`config.mk`:
```
export PLATFORM = sky130hd
export DESIGN_NAME = spwm_dac
export DESIGN_NICKNAME = d
export VERILOG_FILES = /design/src/rtl/spwm_pkg.sv /design/src/rtl/spwm_regs.sv /design/src/rtl/spwm_timebase.sv /design/src/rtl/spwm_shaper.sv /design/src/rtl/spwm_dac.sv
export SDC_FILE = /design/constraint.sdc
export NUM_CORES = 1
export LEC_CHECK = 0
export BUFFER_PORTS_ARGS = -buffer_cell sky130_fd_sc_hd__buf_2
export CAP_MARGIN = 40
export CORE_UTILIZATION = 25
export CTS_CLUSTER_DIAMETER = 150
export DETAILED_ROUTE_END_ITERATION = 10
export GPL_TIMING_DRIVEN = 0
export PLACE_DENSITY_LB_ADDON = 0.2
export SETUP_SLACK_MARGIN = 0.4
export SYNTH_ARGS = -nofsm -noshare
export SYNTH_HDL_FRONTEND = slang
export SYNTH_HIERARCHICAL = 1
export SYNTH_SLANG_ARGS = --single-unit
```
`constraint.sdc`:
```
create_clock -name clk -period 7.1 [get_ports clk]
set_clock_uncertainty 0.2 [all_clocks]
set_input_delay 0 -clock clk [delete_from_list [all_inputs] [get_ports clk]]
set_output_delay 0 -clock clk [all_outputs]
set_load 0.02 [all_outputs]
```
`src/rtl/spwm_pkg.sv`:
```
// Package: shared widths and the default register map of the split-resolution DAC.
// Assumes byte-wide registers and a 7+7 bit split of the 14-bit code.
package spwm_pkg;
    localparam int BYTE_W   = 8;
    localparam int COARSE_W = 7;
    localparam int FINE_W   = 7;
    localparam int ADDR_W   = 8;
    localparam logic [ADDR_W-1:0] ADDR_LO_DEF = 8'hD2;
    localparam logic [ADDR_W-1:0] ADDR_HI_DEF = 8'hD3;

    typedef logic [BYTE_W-1:0] byte_t;
endpackage

```
`src/rtl/spwm_regs.sv`:
```
// Module: register file of the DAC. Holds the staged low byte, the high byte
// (enable plus upper code bits) and the committed 14-bit code.
// Assumes one write per cycle; the commit happens on every high-byte write.
module spwm_regs
    import spwm_pkg::*;
#(
    parameter int               AW      = ADDR_W,
    parameter logic [AW-1:0]    A_LO    = ADDR_LO_DEF,
    parameter logic [AW-1:0]    A_HI    = ADDR_HI_DEF,
    parameter int               CODE_W  = 14
) (
    input  logic              clk,
    input  logic              rst_n,
    input  logic [AW-1:0]     addr,
    input  logic              wr,
    input  byte_t             wdata,
    output byte_t             rdata,
    output logic              enable,
    output logic [CODE_W-1:0] code
);
    localparam int HI_CODE_BITS = CODE_W - BYTE_W;

    byte_t lo_q;
    byte_t hi_q;

    wire wr_lo = wr && (addr == A_LO);
    wire wr_hi = wr && (addr == A_HI);

    // Staging register: a low-byte write changes only this byte.
    always_ff @(posedge clk) begin
        if (!rst_n)     lo_q <= '0;
        else if (wr_lo) lo_q <= wdata;
    end

    // High byte and commit: the whole code is taken in one step on a high write.
    always_ff @(posedge clk) begin
        if (!rst_n) begin
            hi_q <= '0;
            code <= '0;
        end else if (wr_hi) begin
            hi_q <= {wdata[BYTE_W-1], 1'b0, wdata[HI_CODE_BITS-1:0]};
            code <= {wdata[HI_CODE_BITS-1:0], lo_q};
        end
    end

    // Read mux: unmapped addresses return zero.
    always_comb begin
        if (addr == A_HI)      rdata = hi_q;
        else if (addr == A_LO) rdata = lo_q;
        else                   rdata = '0;
    end

    assign enable = hi_q[BYTE_W-1];

    AST_STAGE_ONLY: assert property (@(posedge clk) disable iff (!rst_n)
        (wr && addr != A_HI) |=> $stable(code));
    AST_COMMIT_WORD: assert property (@(posedge clk) disable iff (!rst_n)
        wr_hi |=> code == {$past(wdata[HI_CODE_BITS-1:0]), $past(lo_q)});
endmodule

```
`src/rtl/spwm_timebase.sv`:
```
// Module: tick position counter inside a period and frame index counter.
// Assumes the period and the frame are both powers of two and wrap naturally.
module spwm_timebase #(
    parameter int CW = 7,
    parameter int FW = 7
) (
    input  logic          clk,
    input  logic          rst_n,
    input  logic          tick,
    output logic [CW-1:0] pos,
    output logic [FW-1:0] frame_idx,
    output logic          period_end
);
    assign period_end = tick && (pos == {CW{1'b1}});

    // Tick position: advances by one on each tick strobe.
    always_ff @(posedge clk) begin
        if (!rst_n)    pos <= '0;
        else if (tick) pos <= pos + 1'b1;
    end

    // Frame index: advances once per completed period.
    always_ff @(posedge clk) begin
        if (!rst_n)          frame_idx <= '0;
        else if (period_end) frame_idx <= frame_idx + 1'b1;
    end

    AST_POS_HOLD: assert property (@(posedge clk) disable iff (!rst_n)
        !tick |=> $stable(pos));
    AST_FRAME_HOLD: assert property (@(posedge clk) disable iff (!rst_n)
        !period_end |=> $stable(frame_idx));
endmodule

```
`src/rtl/spwm_shaper.sv`:
```
// Module: loads the pulse length for each period at the boundary and compares
// it with the tick position. Extension uses the bit-reversed next frame index.
// Assumes the code input is stable except on commit writes.
module spwm_shaper #(
    parameter int CW = 7,
    parameter int FW = 7
) (
    input  logic           clk,
    input  logic           rst_n,
    input  logic           period_end,
    input  logic [CW-1:0]  pos,
    input  logic [FW-1:0]  frame_idx,
    input  logic [CW+FW-1:0] code,
    output logic           level
);
    logic [FW-1:0] next_idx;
    logic [FW-1:0] next_rev;
    logic          stretch;
    logic [CW:0]   len_q;

    assign next_idx = frame_idx + 1'b1;

    // Bit reversal spreads the extended periods evenly over the frame.
    for (genvar i = 0; i < FW; i++) begin : g_rev
        assign next_rev[i] = next_idx[FW-1-i];
    end

    assign stretch = (next_rev < code[FW-1:0]);

    // Active length: updated only at a period boundary, so no period is cut.
    always_ff @(posedge clk) begin
        if (!rst_n)          len_q <= '0;
        else if (period_end) len_q <= {1'b0, code[CW+FW-1:FW]} + {{CW{1'b0}}, stretch};
    end

    assign level = ({1'b0, pos} < len_q);

    AST_LEN_HOLD: assert property (@(posedge clk) disable iff (!rst_n)
        !period_end |=> $stable(len_q));
    AST_ZERO_LOW: assert property (@(posedge clk) disable iff (!rst_n)
        (period_end && code == '0) |=> !level);
endmodule

```
`src/rtl/spwm_dac.sv`:
```
// Module: top of the split-resolution 14-bit pulse-width DAC. Ties the
// register file, time base and pulse shaper together and muxes the pin.
// Assumes tick_en is a single-cycle strobe in the clk domain.
module spwm_dac
    import spwm_pkg::*;
#(
    parameter int            CW   = COARSE_W,
    parameter int            FW   = FINE_W,
    parameter logic [7:0]    A_LO = ADDR_LO_DEF,
    parameter logic [7:0]    A_HI = ADDR_HI_DEF
) (
    input  logic       clk,
    input  logic       rst_n,
    input  logic       tick_en,
    input  logic [7:0] bus_addr,
    input  logic       bus_wr,
    input  logic [7:0] bus_wdata,
    output logic [7:0] bus_rdata,
    input  logic       port_bit,
    output logic       pwm_pin
);
    localparam int CODE_W = CW + FW;

    logic              en;
    logic [CODE_W-1:0] code;
    logic [CW-1:0]     pos;
    logic [FW-1:0]     fidx;
    logic              pend;
    logic              lvl;

    spwm_regs #(.AW(8), .A_LO(A_LO), .A_HI(A_HI), .CODE_W(CODE_W)) u_regs (
        .clk(clk), .rst_n(rst_n), .addr(bus_addr), .wr(bus_wr),
        .wdata(bus_wdata), .rdata(bus_rdata), .enable(en), .code(code)
    );

    spwm_timebase #(.CW(CW), .FW(FW)) u_tb (
        .clk(clk), .rst_n(rst_n), .tick(tick_en),
        .pos(pos), .frame_idx(fidx), .period_end(pend)
    );

    spwm_shaper #(.CW(CW), .FW(FW)) u_shp (
        .clk(clk), .rst_n(rst_n), .period_end(pend), .pos(pos),
        .frame_idx(fidx), .code(code), .level(lvl)
    );

    // Pin mux: the enable bit hands the pin to the PWM or to the port bit.
    assign pwm_pin = en ? lvl : port_bit;

    AST_PIN_HOLD: assert property (@(posedge clk) disable iff (!rst_n)
        (en && !tick_en && !bus_wr) |=> $stable(pwm_pin));
endmodule

```
After elaboration in Yosys (flattened, before gate mapping)
Index checks and enable logic that the tools add are counted.
Widths: inputs -> output; s select.
Word-level totals
  register bits after elaboration: 51
  bits of input ports: 21
  output and inout bits: 9
  logic and storage cells: 20
Cells by class
  add/subtract/negate cells: 3
  magnitude comparators: 2
  eq/ne operators: 3
  muxes and demuxes: 3
  reduce and logical (&&, ||, !) cells: 3
Operator list (count)
  $eq 8x8->1 const B: 2
  $mux 8: 2
  $add 7x1->7 const B: 2
  $add 7x1->8: 1
  $lt 7x8->1: 1
  $eq 7x7->1 const B: 1
  $lt 7x7->1: 1
  $logic_and 1x1->1: 3
  $mux 1: 1

Depth between registers and ports, before layout
Gate-level depths: netlist of run 1.
  word-level depth: 3
  gate-level depth with buffers: 13
  gate-level depth less buffers: 13

Hierarchy
Netlist of run 1, hierarchy kept.
Modules (own cells, without submodules)
  spwm_regs: instances 1, cells each 105, area an instance 1031.0 um^2, seq. area each 460.4 um^2
  spwm_shaper: instances 1, cells each 96, area an instance 770.7 um^2, seq. area each 160.2 um^2
  spwm_timebase: instances 1, cells each 76, area an instance 660.6 um^2, seq. area each 280.3 um^2
  spwm_dac: instances 1, cells each 1, area an instance 15.0 um^2, seq. area each 0.0 um^2

Worst setup path after synthesis of run 1
OpenSTA, ideal clock, no wires.
  path type: register -> register
  from: register u_tb.frame_idx[0]
  to: register u_shp.len_q[6]
  setup time: 132 ps
  arrival time: 2186 ps
  data required time: 6768 ps
  setup slack: 4582 ps
  cell stages (with the launch flop): 14
  path buffers: 0
  clock period less this slack: 2518 ps
  cells stage by stage: dfxtp_1 -> ha_1 -> xor2_1 -> ha_1 -> a21oi_1 -> o21a_1 -> nand2_1 -> o21ai_1 -> ha_1 -> ha_1 -> nand3_1 -> nor2_1 -> xnor2_1 -> a21oi_1
Between the ends
  longest elaborated chain between the ends: 3
RTL lines
  start: declaration: line spwm_timebase.sv:11  | output logic [FW-1:0] frame_idx,
  start signal: assignment: line spwm_timebase.sv:25  | else if (period_end) frame_idx <= frame_idx + 1'b1;
  $add 7x1->7: line spwm_shaper.sv:21  | assign next_idx = frame_idx + 1'b1;
  $lt 7x7->1: line spwm_shaper.sv:28  | assign stretch = (next_rev < code[FW-1:0]);
  $add 7x1->8: line spwm_shaper.sv:33  | else if (period_end) len_q <= {1'b0, code[CW+FW-1:FW]} + {{CW{1'b0}}, stretch};
  end signal: assignment: line spwm_shaper.sv:33
  end: declaration: line spwm_shaper.sv:19  | logic [CW:0] len_q;
Every way passes these cells.
A chain may end at the register's enable or synchronous reset.

Final worst setup path of run 1
Ends and elaborated chain as after synthesis.

==> results of run 1 <==
[critical path, stage by stage, from the launching register on]
cell and delay [ns]:
dfxtp_1 0.45, ha_1 0.24, xor2_1 0.18, ha_1 0.26, a21oi_1 0.13, o21a_1 0.16
nand2_1 0.06, o21ai_1 0.14, ha_1 0.20, ha_1 0.19, nand3_1 0.12, nor2_1 0.15
xnor2_1 0.15, a21oi_1 0.09
[kinds of logic after synthesis]
logic type | synth area share, %
XOR/XNOR | 4.596
flip-flops | 36.36
adder cells (fa/ha/maj) | 8.586
AND/OR/NAND/NOR | 21.82
AO/OA/AOI/OAI | 8.384
multiplexers | 14.75
buffers and inverters | 5.505
[flip-flops by register name (all words and copies together) (netlist names)]
| register | flops |
|---|---|
| u_shp/len_q | 8 |
| u_regs/hi_q | 2 |
| u_tb/pos | 7 |
| u_tb/frame_idx | 7 |
| u_regs/lo_q | 8 |
| u_regs/code | 13 |
[cell usage in the layout, fill, tap and decap left out, drive strengths merged, types with 5 or more instances in the layout]
master / Yosys / routed
nand3: 8 / 8
o21ai: 9 / 9
dfxtp: 45 / 45
xnor2: 6 / 6
ha: 17 / 17
buf: 5 / 32
a21oi: 13 / 13
dlygate4sd3: 0 / 19
nand4: 8 / 8
mux2i: 35 / 35
clkbuf: 6 / 13
nand2: 47 / 47
inv: 19 / 19
xor2: 7 / 7
nor2: 17 / 17
or3: 5 / 5
[cells in the mapped netlist, types with 2 or more instances]
| cell | number | area, µm² |
|---|---|---|
| ha_1 | 17 | 212.7 |
| nand4_1 | 7 | 43.79 |
| nor2_1 | 17 | 63.81 |
| xor2_1 | 7 | 61.31 |
| o31ai_1 | 3 | 22.52 |
| inv_1 | 19 | 71.32 |
| nand3_1 | 7 | 35.03 |
| o21ai_0 | 8 | 40.04 |
| a21oi_1 | 13 | 65.06 |
| mux2i_1 | 35 | 350.3 |
| or3_1 | 3 | 18.77 |
| o211a_1 | 3 | 30.03 |
| nor2b_1 | 2 | 12.51 |
| nor4_1 | 2 | 12.51 |
| xnor2_1 | 6 | 52.55 |
| dfxtp_1 | 45 | 900.9 |
| nand2_1 | 47 | 176.4 |
| or4_1 | 3 | 22.52 |
| buf_6 | 2 | 22.52 |
| or3_2 | 2 | 15.01 |
| a21o_1 | 2 | 15.01 |
| clkbuf_1 | 5 | 18.77 |
| nand2b_1 | 4 | 25.02 |
[per-stage QoR]
step | hold slack, ns | setup WS (ns) | std cells | utilization [%] | power (mW)
after floorplan | -0.07183 | 4.582 | 278 | - | 0.2770
after global placement | 0.05350 | 4.269 | 434 | 29.46 | 0.2881
after detailed placement | 0.05961 | 4.233 | 434 | 29.46 | 0.2881
after CTS | 0.07408 | 4.231 | 461 | 32.56 | 0.4704
after global routing | 0.1244 | 4.060 | 461 | 32.56 | 0.4840
final | 0.08152 | 4.273 | 461 | 32.56 | 0.4626
[power by group through the flow]
stage | logic, mW | clock network [mW] | registers, mW
floorplan | 0.0166 | 0 | 0.260
global placement | 0.0272 | 0 | 0.261
detailed placement | 0.0272 | 0 | 0.261
CTS | 0.0331 | 0.182 | 0.255
global route | 0.0361 | 0.193 | 0.255
finish | 0.0328 | 0.175 | 0.255
[layer usage]
metal / share of wire [%] / global-route usage, % / vias up
met5: 0 / 0 / -
met4: 0.27 / 2.341 / 0
met3: 2.5 / 2.484 / 2
met2: 44 / 18.81 / 19
met1: 53 / 16.05 / 902
li1: - / - / 1060
[cell type report]
class / count / share of cell area, %
multi-input cells: 203 / 46.98
flip-flops and latches: 45 / 29.39
repair buffers: 46 / 10.61
well taps: 129 / 5.265
clock buffers: 7 / 3.143
inverters: 19 / 2.327
plain buffers: 11 / 2.122
clock inverters: 1 / 0.1633
[path summary, 6_finish.rpt]
kind / cells after the start / endpoint / slack [ns]
setup / recovery: 13 / u_shp/len_q[6] / 4.27
hold / removal: 4 / u_regs/code[9] / 0.08
setup reg to reg: 13 / u_shp/len_q[6] / 4.27
hold reg to reg: 2 / u_regs/code[3] / 0.26
==> impl_metrics.yaml, run 1 <==
global_route:
  gr-total-overflow: 0
  antenna_found_initial: 0
  grt_pass1_wl_um: 9335
  grtUsageTotal_pct: 11.68
  grt_max_degree: 18
  grt_pass1_vias: 1988
clock_tree:
  numCtsBuffers: 5
  cts_setup_buffers: 0
  cts.reportedPaths.clkPinSlew_ns: 0.09
  cts_root_buf: "clkbuf_8"
  cts_tree: "built"
  cts_buffer_depth: 2
  cts-hold-fix-buffers: 19
  insertion_delay_ns: 0.29
  clock-sinks: 45
  cts_max_level: 2
  ctsResizeCount: 0
setup_path:
  crit_path_start_kind: "register"
  cp-end-kind: "register"
  reg2reg_from: "u_tb/frame_idx[0]"
  critical_path_class: "register to register"
  crit_start: "u_tb/frame_idx[0]"
  critPathArrivalTime_ns: 2.80
  worstPathMaxFanout: 7
  cp_data_required_time_ns: 7.07
routing:
  drt-total-wl_um: 5483
  ant_nets: 0
  wire_per_inst_um: 11.89
  drt_iter0_drc: 36
  vias_per_cell: 4.302
  drcViolationCount: 0
  first_pass_iters: 4
  dr_total_vias: 1983
sta:
  setup-tns-final_ns: 0
  timing.final.crit_period_ns: 2.827
  setup_viol: 0
  rsz0062_at_grt: "no"
  slew-limit-headroom_pct: 66.35
  worstMarginPinSlew_ns: 0.5047
  max_freq_ghz: 0.3537
  slew_viol_final: 0
  post-route-period-util_pct: 39.82
  timing.final.hold_violations: 0
floorplanning:
  num_rows: 35
  num_io_pins: 30
  initial_core_util_pct: 26.31
  coreArea_mm2: 0.009415
  die-area_mm2: 0.01031
  die_h_um: 101.5
  fp.dieW_um: 101.5
place:
  dp_hpwl_um: 4069
  gp_congestion: 0.7172
  placed_area_mm2: 0.002774
  portBuffers: 27
run:
  drv_cap: 0
synth:
  synth-seq-cells: 45
  avgSynthCellArea_um2: 8.911
  netlist_area_mm2: 0.002477
  ys_seq_area_share_pct: 36.36
  synth_fp_nets: 316
  synth_cell_types: 42
  synth-main-ff-cell: "dfxtp_1"
  ys_warn_count: 6
  async_flop_share_pct: 0
  synth_edf_count: 0
  synthCells: 278
finish:
  fin_nets: 369
  nFillCells: 1009
  multi_input_area_mm2: 0.001440
  regArea_um2: 900.9
  syn2layout_area_growth_pct: 23.74
  drive_gt1_share_pct: 14.76
  diodes: 0
  final_cell_area_mm2: 0.003065
power_and_ir_drop:
  p_clk_share_pct: 37.8
  power.share.sequential_pct: 55.1
  internal-power_mw: 0.3582
  combPwrFrac_pct: 7.1
  switching_power_mw: 0.1044
  ir_drop_mv: 0.05567
  power_density_mw_per_mm2: 150.9
  leakage_nw: 1.174
  switching_share_pct: 22.56
hold_path:
  hold_path_class: "primary input to register"
  hp-start: "bus_addr[5]"
outcome:
  status: "finished, final reports clean"
Note: power is estimated with default switching activity, not from simulation.
==> inputs of run 2 (changes only) <==
==> constraint.sdc (replaced) <==
create_clock -name clk -period 2.8 [get_ports clk]
set_clock_uncertainty 0.2 [all_clocks]
set_input_delay 0 -clock clk [delete_from_list [all_inputs] [get_ports clk]]
set_output_delay 0 -clock clk [all_outputs]
set_load 0.02 [all_outputs]
==> impl_metrics.yaml, run 2 (same netlist as run 1, synthesis figures left out) <==
floorplanning:
  fp.dieW_um: 101.5
  num_rows: 35
  initial_core_util_pct: 26.31
  die-area_mm2: 0.01031
  die_h_um: 101.5
  coreArea_mm2: 0.009415
  num_io_pins: 30
finish:
  fin_nets: 381
  syn2layout_area_growth_pct: 30.76
  most-common-layout-cells: "nand2_1, dfxtp_1, mux2i_1, buf_2, dlygate4sd3_1"
  reg_top3: "u_regs/code x13, u_regs/lo_q x8, u_shp/len_q x8"
  layout_commonest_cell: "nand2_1"
  multi_input_area_mm2: 0.001523
  final_cell_area_mm2: 0.003239
  drive_gt1_share_pct: 21.51
  largest_reg_flops: 13
  nFillCells: 987
  diodes: 0
  regMostFlops: "u_regs/code"
  regArea_um2: 912.1
global_route:
  gr-total-overflow: 0
  antenna_found_initial: 0
  top_usage_layer: "met2"
  grt_pass1_vias: 2081
  met3_usage_pct: 2.277
  grtUsageTotal_pct: 11.97
  grtUsageMet2_pct: 19.54
  grt_pass1_wl_um: 9722
  use_met1_pct: 16.43
  grt_max_degree: 18
sta:
  timing.final.hold_violations: 0
  whs_ns: 0.1430
  timing.final.crit_period_ns: 2.597
  rsz0062_at_grt: "yes"
  max_freq_ghz: 0.3851
  setup-tns-final_ns: 0
  setup_viol: 0
  worstMarginPinSlew_ns: 0.5186
  slew_viol_final: 0
  post-route-period-util_pct: 92.73
  final.setup.worst_slack_ns: 0.2035
  slew-limit-headroom_pct: 65.43
clock_tree:
  cts_max_level: 2
  cts_tree: "built"
  cts.reportedPaths.clkPinSlew_ns: 0.09
  clock-sinks: 45
  numCtsBuffers: 5
  cts_buffer_depth: 2
  insertion_delay_ns: 0.30
  cts_root_buf: "clkbuf_8"
setup_path:
  slowest_stage: "dfxtp_4"
  worstPathMaxFanout: 4
  cp-end-kind: "register"
  critical_path.most_common_cell: "ha_4"
  slowest_delay_ns: 0.37
  crit_path_start_kind: "register"
  cp_cell_sequence: "ha_4, xor2_1, ha_1, a21oi_2, o21a_1, nand2_1, o21ai_2, ha_2, ha_4, nand3_4, nor2_2, xnor2_1, a21oi_1"
  critPathArrivalTime_ns: 2.57
  cp_data_required_time_ns: 2.77
  critical_path_class: "register to register"
hold_path:
  hold_path_class: "primary input to output pin"
place:
  dp_hpwl_um: 4140
  gp_congestion: 0.7748
  placed_area_mm2: 0.002798
  pre_cts_ws_ns: 0.08614
  portBuffers: 27
routing:
  wire_per_inst_um: 12.25
  dr_total_vias: 2116
  ant_nets: 0
  drt-total-wl_um: 5793
  first_pass_iters: 4
  drt_iter0_drc: 50
  vias_per_cell: 4.474
  drcViolationCount: 0
power_and_ir_drop:
  power_density_mw_per_mm2: 347.0
  ir_drop_mv: 0.1605
  finalPower_mw: 1.124
  leakage_nw: 1.231
outcome:
  status: "finished, final reports clean"
run:
  drv_cap: 0
-- run 2: final timing paths --
| check | from | to | slack (ns) | cells past startpoint |
|---|---|---|---|---|
| worst max-delay path | u_tb/frame_idx[0] | u_shp/len_q[6] | 0.20 | 13 |
| worst min-delay path | port_bit | pwm_pin | 0.14 | 3 |
| worst max register to register | u_tb/frame_idx[0] | u_shp/len_q[6] | 0.20 | 13 |
| worst min register to register | u_regs/code[5] | u_regs/code[5] | 0.26 | 2 |
-- run 2: metal layers --
metal | share of wire, % | vias up
li1 | - | 1089
met1 | 52 | 985
met2 | 45 | 37
met3 | 3.1 | 5
met4 | 0.59 | 0
met5 | 0 | -
-- run 2: final cells by class --
class	count	area share (%)
multi-input cells	203	47.01
flip-flops and latches	45	28.16
repair buffers	58	13.09
well taps	129	4.983
clock buffers	6	2.240
inverters	19	2.202
plain buffers	11	2.008
clock inverters	2	0.3090
-- run 2: report_power, final --
part | total, mW | switching (mW) | internal (mW)
combinational | 0.0861 | 0.0422 | 0.0439
sequential | 0.643 | 0.00359 | 0.640
clock | 0.395 | 0.221 | 0.173
-- run 2: worst max-delay path, delay by kind of cell (launching register included) --
kind | cells | cell delay, ns
AOI/OAI and AO/OA | 4 | 0.49
xor gates and xnor gates | 2 | 0.28
adders and majority gates | 4 | 0.83
DFF | 1 | 0.37
and+or+nand+nor | 3 | 0.30
-- run 2: repair_timing --
| action | in CTS | in global routing |
|---|---|---|
| setup buffers | 4 | 6 |
| hold endpoints to repair | 34 | 0 |
| gates resized for setup | 10 | 9 |
| setup endpoints to repair | 7 | 8 |
| hold buffers | 21 | 0 |
| pin swaps | 6 | 4 |
-- run 2: metrics by stage --
| stage | util, % | std cells |
|---|---|---|
| floorplan | - | 278 |
| global placement | 29.71 | 434 |
| detailed placement | 29.71 | 434 |
| CTS | 33.49 | 467 |
| global route | 34.41 | 473 |
| finish | 34.41 | 473 |
